--- config.mk ---
export PLATFORM = sky130hd
export DESIGN_NAME = mmio_gpio
export DESIGN_NICKNAME = d
export VERILOG_FILES = /design/src/rtl/gpio_pkg.sv /design/src/rtl/gpio_sync.sv /design/src/rtl/gpio_evt.sv /design/src/rtl/gpio_padmap.sv /design/src/rtl/mmio_gpio.sv
export SDC_FILE = /design/constraint.sdc
export NUM_CORES = 1
export LEC_CHECK = 0
export ABC_AREA = 1
export BUFFER_PORTS_ARGS = -buffer_cell sky130_fd_sc_hd__buf_2
export CAP_MARGIN = 15
export CORE_MARGIN = 4
export CORE_UTILIZATION = 55
export CTS_BUF_LIST = sky130_fd_sc_hd__clkbuf_4 sky130_fd_sc_hd__clkbuf_8
export CTS_CLUSTER_DIAMETER = 60
export DETAILED_ROUTE_END_ITERATION = 12
export PLACE_DENSITY = 0.79
export SYNTH_ARGS = -nofsm -noshare
export SYNTH_HDL_FRONTEND = slang
export SYNTH_SLANG_ARGS = --single-unit
--- constraint.sdc ---
create_clock -name clk -period 0.92 [get_ports clk]
set_input_delay 0.046 -clock clk [delete_from_list [all_inputs] [get_ports clk]]
set_output_delay 0.046 -clock clk [all_outputs]
set_load 0.1 [all_outputs]
--- src/rtl/gpio_pkg.sv ---
package gpio_pkg;
    // Word index of each register (byte offset / 4); the order is fixed by the bus map.
    typedef enum logic [2:0] {
        SEL_DIR  = 3'd0,
        SEL_OD   = 3'd1,
        SEL_DAT  = 3'd2,
        SEL_EVT  = 3'd3,
        SEL_MSK  = 3'd4,
        SEL_SNS  = 3'd5,
        SEL_IBE  = 3'd6,
        SEL_NONE = 3'd7
    } reg_sel_e;

    localparam int unsigned REG_COUNT = 7;
endpackage

--- src/rtl/gpio_sync.sv ---
module gpio_sync #(
    parameter int unsigned NL = 32
) (
    input  logic          clk,
    input  logic          rst_n,
    input  logic [NL-1:0] d,
    output logic [NL-1:0] q
);
    typedef struct packed {
        logic [NL-1:0] s1;
        logic [NL-1:0] s2;
    } sync_t;

    sync_t st_d, st_q;

    always_comb begin
        st_d.s1 = d;
        st_d.s2 = st_q.s1;
    end

    always_ff @(posedge clk or negedge rst_n) begin
        if (!rst_n) st_q <= '0;
        else        st_q <= st_d;
    end

    assign q = st_q.s2;
endmodule

--- src/rtl/gpio_evt.sv ---
module gpio_evt #(
    parameter int unsigned NL = 32
) (
    input  logic          clk,
    input  logic          rst_n,
    input  logic [NL-1:0] smp,    // synchronized pins, register bit order
    input  logic [NL-1:0] ibe,
    input  logic [NL-1:0] sns,    // 1: falling only, 0: both edges
    input  logic [NL-1:0] clr,    // write-one-to-clear bits this cycle
    output logic [NL-1:0] evt,
    output logic [NL-1:0] prv
);
    typedef struct packed {
        logic [NL-1:0] prev;
        logic [NL-1:0] evt;
    } evt_t;

    evt_t st_d, st_q;
    logic [NL-1:0] hit;

    always_comb begin
        // Edges come from the raw synchronized samples, so toggling ibe alone never creates one.
        hit       = ibe & ((sns & st_q.prev & ~smp) | (~sns & (st_q.prev ^ smp)));
        st_d.prev = smp;
        st_d.evt  = (st_q.evt & ~clr) | hit;   // a new edge beats a clear
    end

    always_ff @(posedge clk or negedge rst_n) begin
        if (!rst_n) st_q <= '0;
        else        st_q <= st_d;
    end

    assign evt = st_q.evt;
    assign prv = st_q.prev;
endmodule

--- src/rtl/gpio_padmap.sv ---
module gpio_padmap #(
    parameter int unsigned NL = 32
) (
    input  logic [NL-1:0] out_reg,
    input  logic [NL-1:0] oe_reg,
    input  logic [NL-1:0] pad_in,
    output logic [NL-1:0] pad_out,
    output logic [NL-1:0] pad_oe,
    output logic [NL-1:0] pin_reg
);
    // Pads are indexed by line; registers keep line n at bit NL-1-n.
    for (genvar n = 0; n < NL; n++) begin : g_line
        assign pad_out[n]        = out_reg[NL-1-n];
        assign pad_oe[n]         = oe_reg[NL-1-n];
        assign pin_reg[NL-1-n]   = pad_in[n];
    end
endmodule

--- src/rtl/mmio_gpio.sv ---
module mmio_gpio
    import gpio_pkg::*;
#(
    parameter int unsigned NL = 32,
    parameter int unsigned AW = 8
) (
    input  logic          clk,
    input  logic          rst_n,
    input  logic [AW-1:0] bus_addr,
    input  logic          bus_we,
    input  logic [NL-1:0] bus_wdata,
    input  logic          bus_re,
    output logic [NL-1:0] bus_rdata,
    input  logic [NL-1:0] pad_in,
    output logic [NL-1:0] pad_out,
    output logic [NL-1:0] pad_oe,
    output logic          irq
);
    localparam int unsigned WAW = AW - 2;

    typedef struct packed {
        logic [NL-1:0] dir;
        logic [NL-1:0] od;
        logic [NL-1:0] dat;
        logic [NL-1:0] msk;
        logic [NL-1:0] sns;
        logic [NL-1:0] ibe;
        logic [NL-1:0] rdata;
    } regs_t;

    regs_t         r_d, r_q;
    reg_sel_e      sel;
    logic [NL-1:0] pin_reg, smp, evt, prv, clr, dat_view, out_reg, oe_reg;

    // Plain views of register state for the bound checker.
    logic [NL-1:0] dir_v, od_v, dat_v, msk_v, sns_v, ibe_v;
    assign dir_v = r_q.dir;
    assign od_v  = r_q.od;
    assign dat_v = r_q.dat;
    assign msk_v = r_q.msk;
    assign sns_v = r_q.sns;
    assign ibe_v = r_q.ibe;

    gpio_padmap #(.NL(NL)) u_padmap (
        .out_reg (out_reg),
        .oe_reg  (oe_reg),
        .pad_in  (pad_in),
        .pad_out (pad_out),
        .pad_oe  (pad_oe),
        .pin_reg (pin_reg)
    );

    gpio_sync #(.NL(NL)) u_sync (
        .clk   (clk),
        .rst_n (rst_n),
        .d     (pin_reg),
        .q     (smp)
    );

    gpio_evt #(.NL(NL)) u_evt (
        .clk   (clk),
        .rst_n (rst_n),
        .smp   (smp),
        .ibe   (r_q.ibe),
        .sns   (r_q.sns),
        .clr   (clr),
        .evt   (evt),
        .prv   (prv)
    );

    always_comb begin
        sel = SEL_NONE;
        if (bus_addr[1:0] == 2'b00 && bus_addr[AW-1:2] < WAW'(REG_COUNT))
            sel = reg_sel_e'(bus_addr[4:2]);

        dat_view = (r_q.dat & r_q.dir) | (smp & r_q.ibe & ~r_q.dir);
        clr      = (bus_we && sel == SEL_EVT) ? bus_wdata : '0;
        out_reg  = r_q.dat & r_q.dir;
        oe_reg   = r_q.dir & (~r_q.od | ~r_q.dat);

        r_d = r_q;
        if (bus_re) begin
            unique case (sel)
                SEL_DIR: r_d.rdata = r_q.dir;
                SEL_OD:  r_d.rdata = r_q.od;
                SEL_DAT: r_d.rdata = dat_view;
                SEL_EVT: r_d.rdata = evt;
                SEL_MSK: r_d.rdata = r_q.msk;
                SEL_SNS: r_d.rdata = r_q.sns;
                SEL_IBE: r_d.rdata = r_q.ibe;
                default: r_d.rdata = '0;
            endcase
        end
        if (bus_we) begin
            unique case (sel)
                SEL_DIR: r_d.dir = bus_wdata;
                SEL_OD:  r_d.od  = bus_wdata;
                SEL_DAT: r_d.dat = bus_wdata;
                SEL_MSK: r_d.msk = bus_wdata;
                SEL_SNS: r_d.sns = bus_wdata;
                SEL_IBE: r_d.ibe = bus_wdata;
                default: ;
            endcase
        end
    end

    always_ff @(posedge clk or negedge rst_n) begin
        if (!rst_n) r_q <= '0;
        else        r_q <= r_d;
    end

    assign bus_rdata = r_q.rdata;
    assign irq       = |(evt & r_q.msk);
endmodule

==> results of run 1 <==
==> metrics by stage <==
stage,worst slack [ns],utilization
floorplan,-0.600,-
global placement,-0.664,0.765
detailed placement,-0.688,0.765
CTS,-1.10,0.879
==> synth_stat cells (all sizes together) <==
cell / instances / area [um2]
or2: 1 / 6.26
o21ai: 256 / 1390
nor2: 264 / 1030
o211ai: 17 / 128
inv: 203 / 762
nand4: 44 / 324
nand3: 70 / 360
a21oi: 47 / 235
nand2: 436 / 1640
clkbuf: 25 / 93.8
dfrtp: 352 / 8810
nor4: 2 / 12.5
nand3b: 1 / 7.51
buf: 53 / 309
nor3: 2 / 21.3
a31oi: 30 / 188
o2111ai: 2 / 17.5
==> cell families after synthesis <==
logic type | Yosys count | synth area share
buffers and inverters | 281 | 0.0760
AND/OR/NAND/NOR | 820 | 0.222
AO/OA/AOI/OAI | 352 | 0.128
flip-flops | 352 | 0.575
==> repair_timing <==
action,CTS
buffers inserted,82
setup endpoints to repair,141
hold buffers,67
hold endpoints to repair,636
gates resized for setup,232
pin swaps,193
==> metrics.md, run 1 <==
| Metric | Value |
|---|---|
| Run status | did not finish |
| Stopped at | global routing (5_1_grt) |
| Error msg | [ERROR DPL-0038] Utilization greater than 100%, impossible to legalize |
| Syn nets | approximately 1900 |
| CTS H-tree depth | 2 |
| Number of distinct library cells after synthesis | 28 |
| Yosys reg bits | between 300 and 400 |
| Die Wd | around 170 um |
| Num CTS Buffers | 57 |
| Initial Util | 0.564 |
| HPWL Detailed | between 30000 and 40000 um |
| Worst_ep grt | irq |
| Yosys warns | 0 |
| Maximum number of pins on one net before global-route repair | 59 |
| # clock sinks | about 350 |
| Chip height | ~170 um |
| Synthesized area | 15300 um2 |
| Site Rows | 60 |
| Register area share after synthesis | 0.575 |
| WEP type | output port |
| Mapped Cells | 1805 |
| Avg Cell Area, Syn | roughly 8.5 um2 |
| RD Place Congestion | 0.909 |
| Port bufs | 172 |
| Placed cell count | about 2600 |
| Clk root buf | clkbuf_8 |
| Clk buf depth | 3 |
| Placed Instance Area | between 20000 and 25000 um2 |
| IO Pins | ~170 |
==> inputs of run 2 (changes only) <==
CORE_UTILIZATION = 40   (was 55)
CTS_BUF_LIST = default   (was sky130_fd_sc_hd__clkbuf_4 sky130_fd_sc_hd__clkbuf_8)
CTS_CLUSTER_DIAMETER = default   (was 60)
PLACE_DENSITY = default   (was 0.79)
PLACE_DENSITY_LB_ADDON = 0.15   (was default)
clock period = 1.2 ns   (was 0.92 ns; I/O delays follow)
==> run 2 against run 1 <==
  * The flow now finishes, with violations (setup timing)
  * Synthesized area is the same
  * Synthesized cell count stayed put
==> metrics.md, run 2 <==
| Metric | Value |
|---|---|
| Clk buf depth | 3 (unchanged) |
| Post-synth EDFFs | 0 (unchanged) |
| DR top layer | met5 |
| Setup ws final | -0.722 ns |
| WL/cell | 18.1 um |
| Async SR Flop Fraction | 1.00 (unchanged) |
| Register area share after synthesis | 0.575 (unchanged) |
| Non-Filler Instances | ~2800 |
| Port bufs | 172 (unchanged) |
| CTS tree | built |
| 1st-iter DRT viols | approximately 1200 |
| Yosys warns | 0 (unchanged) |
| ANT cells | 0 |
| Endpoint type of the worst setup path | primary output |
| Failing checks | setup timing |
| Cell depth of the worst flop-to-flop path | 10 |
| Max Fclk | 520 MHz |
| Initial antenna violation count | 1 |
| Dominant cell by count in the synthesized netlist | nand2_1 (unchanged) |
| Worst-path clk slew | roughly 0.060 ns |
| Antenna-violating nets left | 0 |
| Placed cell count | 2574 (was 2579) |
| Met2 wire length | between 20000 and 25000 um |
| Critical path peak fanout | 2 |
| HPWL Detailed | 33700 um (was 34900 um) |
| Most common cell after layout, fill and taps aside | nand2_1 |
| Post-layout nets | around 2300 |
| M1 WL | 22400 um |
| Relative slew slack | 0.547 |
| Placed Instance Area | 19700 um2 (was 20800 um2) |
| Post-synthesis compound-gate area fraction | 0.128 (unchanged) |
| Clk Latency, worst-skew pair | around 0.53 ns |
| Die Wd | 204 um (was 175 um) |
| Setup TNS | -16.04 ns |
| Final Hold Viols | 0 |
| Hold Crit Class | in -> reg |
| Die ar. | 41500 um2 |
| Crit path DAT | 1.86 ns |
| Largest area contributor in the netlist | dfrtp_1 (unchanged) |
| IO Pins | 173 (unchanged) |
| Area Growth Syn to Fin | 49.4% |
| Ys flop type | dfrtp_1 (unchanged) |
| Nature of the critical path startpoint | flop |
| Global Route Usage Sum | 0.239 |
| WP data required | about 1.1 ns |
| Period minus WS final | between 1.5 and 2 ns |
| Synth area leaders | dfrtp_1 57%, nand2_1 11%, nor2_1 6.3%, o21ai_0 6.3%, inv_1 4.9% (unchanged) |
| Via Count | around 14000 |
| Worst Hold Depth | 4 |
| Synth Area in Simple Gates | 0.222 (unchanged) |
| Most frequent cells in the layout | 391 x nand2_1, 349 x dfrtp_1, 258 x nor2_1 |
| Worst Path Class, Setup | reg -> out |
| Via count of the first global-routing pass | ~14000 |
| Site Rows | 71 (was 60) |
| First-pass GRT wire length | around 78000 um |
| DRT Wirelength | slightly above 50000 um |
| Avg Cell Area, Syn | 8.49 um2 (unchanged) |
| Chip height | 204 um (was 175 um) |
| Max Cap Violations | 0 |
| Grt total ovfl | 0 |
| Layout cells sized above 1 | 0.293 |
| Number of distinct library cells after synthesis | 28 (unchanged) |
| Synth Area in XOR/XNOR | 0 (unchanged) |
| Final period util | 1.60 |
| Num CTS Buffers | 39 (was 57) |
| Top post-synthesis cells by count | 436 x nand2_1, 352 x dfrtp_1, 259 x nor2_1 (unchanged) |
| Syn nets | 1881 (unchanged) |
| Main combinational cell family by area after synthesis | simple AND/OR/NAND/NOR gates (unchanged) |
| Post-synthesis adder-cell area fraction | 0 (unchanged) |
| Synth top area share | 0.575 (unchanged) |
| Slew at the pin closest to its max-slew limit | 0.677 ns |
| # clock sinks | 352 (unchanged) |
| Run status | complete, but fails checks (was did not finish) |
| Initial Util | 0.406 (was 0.564) |
| Met3 WL post-DR | roughly 2900 um |
| Maximum number of pins on one net before global-route repair | between 50 and 60 |
| Final slew viol count | 0 |
| Core Footprint | between 30000 and 40000 um2 |
| Max VDD drop | 0.927 mV |
| Hold Startpoint | bus_re |
| Number of fillers in the final layout | 3232 |
| DRC errors left | 0 |
| Clk root buf | clkbuf_16 (was clkbuf_8) |
| R2R Path Start | dat_v[27] |
| Synthesized area | 15300 um2 (unchanged) |
| Pwr dens | between 1000 and 1500 nW/um2 |
| Final Setup Violations | 109 |
| Drt first pass iters | 7 |
| Design Area, Final | about 23000 um2 |
| Yosys reg bits | 352 (unchanged) |
| Vias per cell | around 5 |
| CTS H-tree depth | 2 (unchanged) |
| RD Place Congestion | 0.866 (was 0.909) |
| Final Skew | about 0.012 ns |
| Mapped Cells | 1805 (unchanged) |
| RSZ-0062 raised after global routing | yes |
| Leak | 11.1 nW |
| CP startpoint | u_evt.evt[2] |
| Mux cell area share after synthesis | 0 (unchanged) |
==> run 2: cell counts after synthesis <==
No cell type changed its count.
==> run 2: per-stage QoR <==
step / util / total power (W) / hold slack (ns) / setup WS (ns)
final: 0.607 / 0.0301 / 0.0343 / -0.722
after global routing: 0.607 / 0.0312 / 0.0380 / -0.795
after CTS: 0.590 / 0.0300 / 0.0130 / -0.828
after detailed placement: 0.520 / 0.0177 / -0.0708 / -0.406
after global placement: 0.520 / 0.0176 / -0.0703 / -0.364
after floorplan: - / 0.0155 / -0.236 / -0.321
==> run 2: logic make-up after synthesis <==
kind of cell / count (synthesis)
AND/OR/NAND/NOR: 820
AO/OA/AOI/OAI: 352
buffers and inverters: 281
flip-flops: 352
==> run 2: final timing paths <==
| path | slack (ns) | end |
|---|---|---|
| max | -0.72 | irq |
| min | 0.03 | bus_rdata[17] |
| max reg2reg | -0.14 | bus_rdata[27] |
| min reg2reg | 0.34 | u_sync.q[15] |
| max in group asynchronous | -0.06 | u_evt.evt[4] |
| min in group asynchronous | 0.18 | msk_v[7] |
==> run 2: layout make-up <==
type	count	area, um2	share of cell area
sequential	352	8810	0.385
multi-input combinational	1172	6040	0.264
timing repair buffer	470	5370	0.234
clock buffer	63	1220	0.0532
inverter	203	767	0.0335
tap	511	639	0.0279
clock inverter	7	62.6	0.00273
==> run 2: report_power, final <==
| group | switching (W) | total [W] | leakage (nW) | internal [W] |
|---|---|---|---|---|
| clock network | 0.00485 | 0.0120 | 0.631 | 0.00715 |
| logic | 0.00313 | 0.00506 | 6.40 | 0.00193 |
| registers | 0.000533 | 0.0130 | 4.07 | 0.0125 |
| total | 0.00851 | 0.0301 | 11.1 | 0.0216 |
==> run 2: worst max-delay path, cell delays in order, from the launching register on <==
cell	delay, ns
dfrtp_1	0.39
nand2_2	0.12
nand4_1	0.17
nor4_4	0.35
nand2_4	0.11
buf_12	0.18
==> run 2: timing repair <==
item	CTS	global route
pin swaps	115	96
setup endpoints to repair	92	143
resized for setup	119	96
hold buffers	66	2
endpoints found under the hold margin	600	1
buffers inserted	52	26
==> run 2: metal layers <==
metal,up-vias,track usage
li1,6665,-
met1,6732,0.343
met2,458,0.389
met3,79,0.0350
met4,2,0.0528
met5,-,0
(Power assumes the default switching activity.)
